File: config.mk
export PLATFORM = sky130hd
export DESIGN_NAME = dbell_mbox
export DESIGN_NICKNAME = d
export VERILOG_FILES = /design/src/rtl/dbm_pkg.sv /design/src/rtl/dbm_decode.sv /design/src/rtl/dbm_bell.sv /design/src/rtl/dbell_mbox.sv
export SDC_FILE = /design/constraint.sdc
export NUM_CORES = 1
export LEC_CHECK = 0
export ABC_CLOCK_PERIOD_IN_PS = 2100
export BUFFER_PORTS_ARGS = -buffer_cell sky130_fd_sc_hd__buf_2
export CORE_UTILIZATION = 63
export CTS_BUF_LIST = sky130_fd_sc_hd__clkbuf_4
export CTS_CLUSTER_DIAMETER = 200
export DETAILED_ROUTE_END_ITERATION = 10
export PLACE_DENSITY = 0.85
export SLEW_MARGIN = 20
export SYNTH_ARGS = -nofsm -noshare
export SYNTH_HDL_FRONTEND = slang
export SYNTH_HIERARCHICAL = 1
export SYNTH_SLANG_ARGS = --single-unit
File: constraint.sdc
create_clock -name clk -period 2.1 [get_ports clk]
set_input_delay 0.105 -clock clk [delete_from_list [all_inputs] [get_ports clk]]
set_output_delay 0.105 -clock clk [all_outputs]
set_load 0.01 [all_outputs]
File: src/rtl/dbm_pkg.sv
package dbm_pkg;
   localparam int unsigned DBM_NCH    = 3;
   localparam int unsigned DBM_NSETS  = 2 * DBM_NCH;
   localparam int unsigned DBM_SECCH  = 2;

   typedef enum logic [1:0] {
      KIND_NONE = 2'd0,
      KIND_STAT = 2'd1,
      KIND_SET  = 2'd2,
      KIND_CLR  = 2'd3
   } dbm_kind_e;
endpackage

File: src/rtl/dbm_decode.sv
module dbm_decode
   import dbm_pkg::*;
#(
   parameter int unsigned ADDR_W    = 12,
   parameter int unsigned BASE_LP   = 'h000,
   parameter int unsigned BASE_HP   = 'h020,
   parameter int unsigned BASE_SEC  = 'h200,
   parameter int unsigned TX_STRIDE = 'h100,
   parameter int unsigned OFS_STAT  = 'h00,
   parameter int unsigned OFS_SET   = 'h08,
   parameter int unsigned OFS_CLR   = 'h10,
   parameter int unsigned WIN       = 'h20
) (
   input  logic [ADDR_W-1:0]    addr,
   input  logic                 secure,
   output logic [DBM_NSETS-1:0] set_hit,
   output dbm_kind_e            kind,
   output logic                 blocked
);
   function automatic int unsigned set_base(input int unsigned s);
      int unsigned b;
      case (s / 2)
         0:       b = BASE_LP;
         1:       b = BASE_HP;
         default: b = BASE_SEC;
      endcase
      return b + (s % 2) * TX_STRIDE;
   endfunction

   logic in_sec_win;

   always_comb begin
      set_hit    = '0;
      kind       = KIND_NONE;
      in_sec_win = 1'b0;
      for (int unsigned s = 0; s < DBM_NSETS; s++) begin
         if (int'(addr) == set_base(s) + OFS_STAT) begin
            set_hit[s] = 1'b1;
            kind       = KIND_STAT;
         end
         if (int'(addr) == set_base(s) + OFS_SET) begin
            set_hit[s] = 1'b1;
            kind       = KIND_SET;
         end
         if (int'(addr) == set_base(s) + OFS_CLR) begin
            set_hit[s] = 1'b1;
            kind       = KIND_CLR;
         end
         if ((s / 2) == DBM_SECCH &&
             int'(addr) >= set_base(s) && int'(addr) < set_base(s) + WIN)
            in_sec_win = 1'b1;
      end
      blocked = in_sec_win & ~secure;
      if (blocked) begin
         set_hit = '0;
         kind    = KIND_NONE;
      end
   end
endmodule

File: src/rtl/dbm_bell.sv
module dbm_bell #(
   parameter int unsigned DATA_W = 32
) (
   input  logic              clk,
   input  logic              rst_n,
   input  logic [DATA_W-1:0] set_mask,
   input  logic [DATA_W-1:0] clr_mask,
   output logic [DATA_W-1:0] status,
   output logic              irq
);
   always_ff @(posedge clk or negedge rst_n) begin
      if (!rst_n) status <= '0;
      else        status <= (status & ~clr_mask) | set_mask;
   end

   assign irq = |status;
endmodule

File: src/rtl/dbell_mbox.sv
module dbell_mbox
   import dbm_pkg::*;
#(
   parameter int unsigned DATA_W    = 32,
   parameter int unsigned ADDR_W    = 12,
   parameter int unsigned BASE_LP   = 'h000,
   parameter int unsigned BASE_HP   = 'h020,
   parameter int unsigned BASE_SEC  = 'h200,
   parameter int unsigned TX_STRIDE = 'h100,
   parameter int unsigned WIN       = 'h20
) (
   input  logic                  clk,
   input  logic                  rst_n,
   input  logic                  bus_sel,
   input  logic                  bus_wr,
   input  logic [ADDR_W-1:0]     bus_addr,
   input  logic [DATA_W-1:0]     bus_wdata,
   input  logic                  bus_secure,
   output logic [DATA_W-1:0]     bus_rdata,
   output logic                  bus_ready,
   output logic                  bus_err,
   output logic [DBM_NCH-1:0]    irq_rx,
   output logic [DBM_NCH-1:0]    irq_tx
);
   localparam int unsigned SPAN = BASE_SEC + TX_STRIDE + WIN;

   if (DATA_W < 1 || DATA_W > 64) begin : g_bad_width
      $fatal(1, "dbell_mbox: DATA_W out of range");
   end
   if (SPAN > (1 << ADDR_W)) begin : g_bad_map
      $fatal(1, "dbell_mbox: register map exceeds address space");
   end
   if (WIN < 'h18) begin : g_bad_win
      $fatal(1, "dbell_mbox: window too small for three registers");
   end

   logic [DBM_NSETS-1:0] set_hit;
   dbm_kind_e            kind;
   logic                 blocked;
   logic [DATA_W-1:0]    status [DBM_NSETS];
   logic [DBM_NSETS-1:0] irq_set;

   dbm_decode #(
      .ADDR_W   (ADDR_W),
      .BASE_LP  (BASE_LP),
      .BASE_HP  (BASE_HP),
      .BASE_SEC (BASE_SEC),
      .TX_STRIDE(TX_STRIDE),
      .OFS_STAT ('h00),
      .OFS_SET  ('h08),
      .OFS_CLR  ('h10),
      .WIN      (WIN)
   ) u_dec (
      .addr   (bus_addr),
      .secure (bus_secure),
      .set_hit(set_hit),
      .kind   (kind),
      .blocked(blocked)
   );

   logic do_wr;
   assign do_wr = bus_sel & bus_wr;

   for (genvar s = 0; s < DBM_NSETS; s++) begin : g_set
      logic [DATA_W-1:0] set_m, clr_m;
      assign set_m = (do_wr && set_hit[s] && kind == KIND_SET) ? bus_wdata : '0;
      assign clr_m = (do_wr && set_hit[s] && kind == KIND_CLR) ? bus_wdata : '0;

      dbm_bell #(.DATA_W(DATA_W)) u_bell (
         .clk     (clk),
         .rst_n   (rst_n),
         .set_mask(set_m),
         .clr_mask(clr_m),
         .status  (status[s]),
         .irq     (irq_set[s])
      );
   end

   for (genvar c = 0; c < DBM_NCH; c++) begin : g_irq
      assign irq_rx[c] = irq_set[2*c];
      assign irq_tx[c] = irq_set[2*c+1];
   end

   always_comb begin
      bus_rdata = '0;
      if (bus_sel && !bus_wr && kind == KIND_STAT) begin
         for (int unsigned s = 0; s < DBM_NSETS; s++)
            if (set_hit[s]) bus_rdata = status[s];
      end
   end

   assign bus_ready = bus_sel;
   assign bus_err   = bus_sel & blocked;
endmodule

# ---- Word level (Yosys, flattened, before mapping)
# Index checks and enable logic that the tools add are counted.
# W data, S select, Z words.
dict set report op_classes {
  magnitude_cmp 4
  n_eq_ne 20
  bitwise_logic 22
  n_reduce_logical 30
  muxes 59
}
# op count
set op_table {}
lappend op_table {{$mux W32} 19}
lappend op_table {{$and A32 B32 Y32} 6}
lappend op_table {{$not A32 Y32} 6}
lappend op_table {{$or A32 B32 Y32} 6}
lappend op_table {{$reduce_or A32 Y1} 6}
lappend op_table {{$eq A12 B10 Y1 const B} 6}
lappend op_table {{$eq A12 B9 Y1 const B} 6}
lappend op_table {{$eq A12 B6 Y1 const B} 3}
lappend op_table {{$mux W2} 18}
lappend op_table {{$logic_not A32 Y1} 1}
lappend op_table {{$ge A12 B10 Y1 const B} 2}
lappend op_table {{$lt A12 B10 Y1 const B} 2}
lappend op_table {{$logic_and A1 B1 Y1} 22}
lappend op_table {{$mux W1} 21}
lappend op_table {{$eq A12 B4 Y1 const B} 1}
lappend op_table {{$eq A12 B5 Y1 const B} 1}
lappend op_table {{$mux W6} 1}
lappend op_table {{$eq A2 B2 Y1 const B} 2}
lappend op_table {{$and A1 B1 Y1} 3}
lappend op_table {{$eq A2 B1 Y1 const B} 1}
lappend op_table {{$logic_not A1 Y1} 1}
lappend op_table {{$not A1 Y1} 1}
dict set report totals {
  regBits 192
  wordCells 141
  in_bits 49
}

# ---- Longest topological paths before layout
dict set report logic_depth {
  word_depth 26
  mapped_depth 10
  mapped_depth_nobuf 8
}

# ---- Hierarchy
# The synthesis kept the hierarchy.
# mod seq_area_each_um2 area_each_um2 cells_each instances
set by_module_without_submodules {}
lappend by_module_without_submodules {dbm_bell 800.8 1237.4 107 6}
lappend by_module_without_submodules {dbell_mbox 0.0 4797.1 771 1}
lappend by_module_without_submodules {dbm_decode 0.0 166.4 23 1}

# ---- Least setup slack after synthesis
# Ideal clock, no wire load.
dict set report synth_timing {
  path_kind {input port to flip-flop}
  from {in bus_addr[1]}
  to {reg g_set[3].u_bell.status[4]}
  cell_stages 10
  slack_ps -129
  arrival_time_ps 2110
  n_path_buf 3
  cell_sequence {nor4_4 nand2b_1 nor4_1 and4_1 clkbuf_1 buf_2 clkbuf_1 and3_1 inv_1 a21o_2}
}
dict set report synth_via {
  elab_chain_len 26
  word_cells_on_any_way 60
  cone_classes {order compare (4); eq/ne (19); mux (27); bitwise (4); reduce/logical (6)}
}
# item line
set synth_rtl {}
lappend synth_rtl {{start: declaration} dbell_mbox.sv:16} ;# input logic [ADDR_W-1:0] bus_addr,
lappend synth_rtl {{$logic_not A32 Y1} dbm_decode.sv:37} ;# if (int'(addr) == set_base(s) + OFS_STAT) begin
lappend synth_rtl {{$mux W1} dbm_decode.sv:37}
lappend synth_rtl {{$mux W2} dbm_decode.sv:41} ;# if (int'(addr) == set_base(s) + OFS_SET) begin
lappend synth_rtl {{$mux W2} dbm_decode.sv:45} ;# if (int'(addr) == set_base(s) + OFS_CLR) begin
lappend synth_rtl {{$mux W2} dbm_decode.sv:37}
lappend synth_rtl {{$mux W2} dbm_decode.sv:41}
lappend synth_rtl {{$mux W2} dbm_decode.sv:45}
lappend synth_rtl {{$mux W2} dbm_decode.sv:37}
lappend synth_rtl {{[... 12 more ...]} -}
lappend synth_rtl {{via kind[0]} dbell_mbox.sv:38} ;# dbm_kind_e kind;
lappend synth_rtl {{$eq A2 B2 Y1 *} dbell_mbox.sv:67} ;# assign clr_m = (do_wr && set_hit[s] && kind == KIND_CLR) ? bus_wdata : '0;
lappend synth_rtl {{$logic_and A1 B1 Y1 *} dbell_mbox.sv:67}
lappend synth_rtl {{$mux W32 *} dbell_mbox.sv:67}
lappend synth_rtl {{via g_set[3].clr_m[4]} dbell_mbox.sv:65} ;# logic [DATA_W-1:0] set_m, clr_m;
lappend synth_rtl {{$not A32 Y32 *} dbm_bell.sv:13} ;# else status <= (status & ~clr_mask) | set_mask;
lappend synth_rtl {{$and A32 B32 Y32 *} dbm_bell.sv:13}
lappend synth_rtl {{$or A32 B32 Y32 *} dbm_bell.sv:13}
lappend synth_rtl {{end signal: assignment} dbm_bell.sv:13}
lappend synth_rtl {{end: declaration} dbm_bell.sv:8} ;# output logic [DATA_W-1:0] status,
# Mark *: on every way through the listed nets, which the timed path passes. The rest lies on a longest branch.

# ---- Worst setup path in the final report
dict set report layout_timing {
  from {in bus_addr[1]}
  to {out bus_rdata[0]}
}
dict set report layout_via {
  word_cells_on_any_way 74
  cone_classes {order compare (4); eq/ne (18); mux (47); bitwise (1); reduce/logical (4)}
}
# item line
set layout_rtl {}
lappend layout_rtl {{$ge A12 B10 Y1 / $lt A12 B10 Y1 (equally long branches)} dbm_decode.sv:50} ;# int'(addr) >= set_base(s) && int'(addr) < set_base(s) + WIN)
lappend layout_rtl {{$logic_and A1 B1 Y1} dbm_decode.sv:50}
lappend layout_rtl {{$mux W1 (2 in series)} dbm_decode.sv:49} ;# if ((s / 2) == DBM_SECCH &&
lappend layout_rtl {{$and A1 B1 Y1} dbm_decode.sv:53} ;# blocked = in_sec_win & ~secure;
lappend layout_rtl {{$mux W6 *} dbm_decode.sv:54} ;# if (blocked) begin
lappend layout_rtl {{via set_hit[1]} dbell_mbox.sv:37} ;# logic [DBM_NSETS-1:0] set_hit;
lappend layout_rtl {{$mux W32 * (5 in series)} dbell_mbox.sv:88} ;# if (set_hit[s]) bus_rdata = status[s];
lappend layout_rtl {{$mux W32 *} dbell_mbox.sv:86} ;# if (bus_sel && !bus_wr && kind == KIND_STAT) begin
lappend layout_rtl {{end: declaration} dbell_mbox.sv:19} ;# output logic [DATA_W-1:0] bus_rdata,
# Marks and branches as above.

==> flow_summary.json <==
{
  "status": "complete, but fails checks",
  "violations": "setup timing",
  "p_switching_w": 0.00172,
  "finalClockSkew_ns": 0,
  "layout-drive-gt1-share_pct": 23.0,
  "insertion_delay_ns": 0.60,
  "ys_seq_area_share_pct": 38.8,
  "fin_total_pwr_w": 0.00618,
  "p_leak_nw": 9.17,
  "power.density_mw_per_mm2": 406,
  "drt_wl_total_mm": 40.9,
  "p_clk_share_pct": 34.6,
  "irDropWorstVdd_uv": 296,
  "cts_tree": "yes",
  "startpoint_type": "input pin",
  "syn-cell-area_sq_mm": 0.0124,
  "grt_overflow": 0,
  "pwr-share-comb_pct": 5.5,
  "hpwl_mm": 22.8,
  "syn_nets": 1485,
  "synth.ff_latch_count": 192,
  "globalplace.congestion": 0.894,
  "rows": 50,
  "placed_cell_area_sq_mm": 0.0135,
  "coreArea_sq_mm": 0.0190,
  "ant_nets": 0,
  "synth_top_cell_area_share_pct": 38.8,
  "cts_buffers": 17,
  "via_count": 12400,
  "synth_cell_type_count": 36,
  "finish.utilization_pct": 80.0,
  "critPathArrivalTime_ns": 2.29,
  "cts.sinks": 192,
  "grt_max_degree": 66,
  "crit_required_ns": 2.00,
  "wl_per_cell_um": 22.3,
  "grt_antenna_before_repair": 2,
  "fin_crit_sh_pct": 114,
  "path_class": "in2out",
  "mostFrequentLayoutCells": "320 x and3_1, 259 x inv_1, 186 x a21o_1, 185 x dfrtp_1, 94 x buf_4",
  "io-pin-count": 89,
  "area_growth_pct": 22.8,
  "rsz0062_at_grt": "true",
  "nets": 1612,
  "die_h_um": 142,
  "grt_pass1_vias": 11700,
  "power.internal_w": 0.00447,
  "htree_levels": 4,
  "max-slew-margin-rel_pct": 58.5,
  "syn-instance-count": 1436,
  "worst_slack_ns": -0.293,
  "clock_path_buffers": 2,
  "top_register": "g_set.u_bell/status",
  "slew_viol_final": 0,
  "avgSynthCellArea_sq_um": 8.63,
  "r2r_cells": 3,
  "grt_pass1_wl_mm": 63.1,
  "yosys-top-cells-area": "dfrtp_1 39%, and3_1 16%, a21o_1 11%",
  "synth_warnings": 6,
  "final_hold_viol_count": 0,
  "die-area_sq_mm": 0.0202,
  "max_freq_ghz": 0.418,
  "worstSetupEndpointType": "output pin",
  "drt_iter0_drc": 1555,
  "largest_reg_flops": 192,
  "fp.dieW_um": 142,
  "netlist.top_cell.by_area": "dfrtp_1",
  "finalSetupViolCount": 38,
  "via_per_inst": 6.73,
  "track_usage_pct": 40.4,
  "cp_max_fo": 8,
  "place_ws_ns": -0.229,
  "io_buffer_count": 88,
  "initial_core_util_pct": 65.1,
  "cap_violations": 0,
  "cts-root-buf": "clkbuf_4",
  "worst_slew_pin_slew_ns": 0.617,
  "drc_errors": 0,
  "period_needed_ns": 2.39,
  "hp-class": "in2async",
  "reg.largest.list": "g_set.u_bell/status x192",
  "dr.pass1.iters": 6,
  "clk_pin_slew_ns": 0.17,
  "netSwitchingFraction_pct": 27.8,
  "final_common_cell": "and3_1",
  "design_area_sq_mm": 0.0152,
  "pwr-share-seq_pct": 59.8
}
## power groups by stage
stage               clock, W  combinational (W)  sequential, W
floorplan                  0          0.0000741        0.00377
global placement           0           0.000260        0.00377
detailed placement         0           0.000268        0.00377
CTS                  0.00215           0.000333        0.00370
global route         0.00230           0.000372        0.00370
finish               0.00214           0.000343        0.00370
## repair_timing
| action | in CTS | in global routing |
|---|---|---|
| cloned | 10 | 2 |
| gates resized for setup | 63 | 22 |
| endpoints found under the setup margin | 38 | 38 |
| hold endpoints to repair | 384 | 0 |
| pin swaps | 25 | 22 |
| hold buffers | 34 | 0 |
| buffers inserted | 24 | 14 |
## routing by layer
layer,wire length [um],global-route usage [%],vias to the layer above
met5,0,0,-
met4,2210,20.9,0
met3,4480,8.71,225
met2,19200,64.5,925
met1,15000,51.9,5996
li1,-,-,5229
## layout make-up
type | count | area [sq um]
multi-input cells | 835 | 6420
flip-flops and latches | 192 | 4810
fillers | 1128 | 3800
repair buffers | 258 | 2380
inverters | 259 | 972
well taps | 260 | 325
clock inverters | 15 | 169
clock buffers | 17 | 128
diodes | 2 | 5.00
## critical path, cell delays in order
cell,delay (ns)
buf_6,0.09
nor4_4,0.29
nand2_2,0.17
buf_6,0.16
nor3_4,0.17
buf_6,0.20
buf_16,0.17
a21oi_2,0.07
a221o_1,0.39
a221oi_2,0.28
buf_2,0.18
## kinds of logic after synthesis
logic type	share of synthesized area (%)
flip-flops	38.8
AO/OA/AOI/OAI	21.7
buffers and inverters	12.8
XOR/XNOR	0.0707
AND/OR/NAND/NOR	26.6
## synthesized netlist by cell type
cell / count
and3_1: 320
inv_1: 259
dfrtp_1: 192
a21o_1: 186
clkbuf_1: 130
and2_1: 65
nor4_1: 45
a21oi_1: 34
a221oi_1: 34
nand3b_1: 32
a221o_1: 31
a221oi_2: 29
nand4_1: 13
nor4_2: 7
or2_1: 7
a21o_2: 6
buf_1: 6
buf_2: 6
buf_6: 5
nand2_1: 4
nor3_1: 4
buf_4: 3
nor2_1: 3
and4_1: 2
nor4b_2: 2
a21boi_1: 1
nand2_2: 1
nand2b_1: 1
nand3_1: 1
nand4bb_1: 1
nor2b_1: 1
nor4_4: 1
o21ai_0: 1
o31a_1: 1
or2_2: 1
xnor2_1: 1
## path summary, 6_finish.rpt
kind	from	to	slack [ns]
max	bus_addr[1]	bus_rdata[0]	-0.29
min	rst_n	g_set[3].u_bell/status[26]$_DFF_PN0_	0.06
max reg2reg	g_set[1].u_bell/status[21]$_DFF_PN0_	g_set[1].u_bell/status[21]$_DFF_PN0_	1.13
min reg2reg	g_set[5].u_bell/status[29]$_DFF_PN0_	g_set[5].u_bell/status[29]$_DFF_PN0_	0.52
max in group asynchronous	rst_n	g_set[1].u_bell/status[30]$_DFF_PN0_	1.64
min in group clk	bus_sel	g_set[4].u_bell/status[30]$_DFF_PN0_	0.20
## per-stage QoR
step / setup TNS, ns / hold WS [ns] / instances
6_report: -8.44 / 0.0622 / 1838
5_1_grt: -10.87 / 0.0829 / 1837
4_1_cts: -5.88 / 0.0436 / 1821
3_5_place_dp: -13.97 / 0.0776 / 1722
3_3_place_gp: -8.53 / 0.0793 / 1722
2_1_floorplan: -0.970 / -0.191 / 1436
No activity file was read; power rests on OpenSTA's default activity.
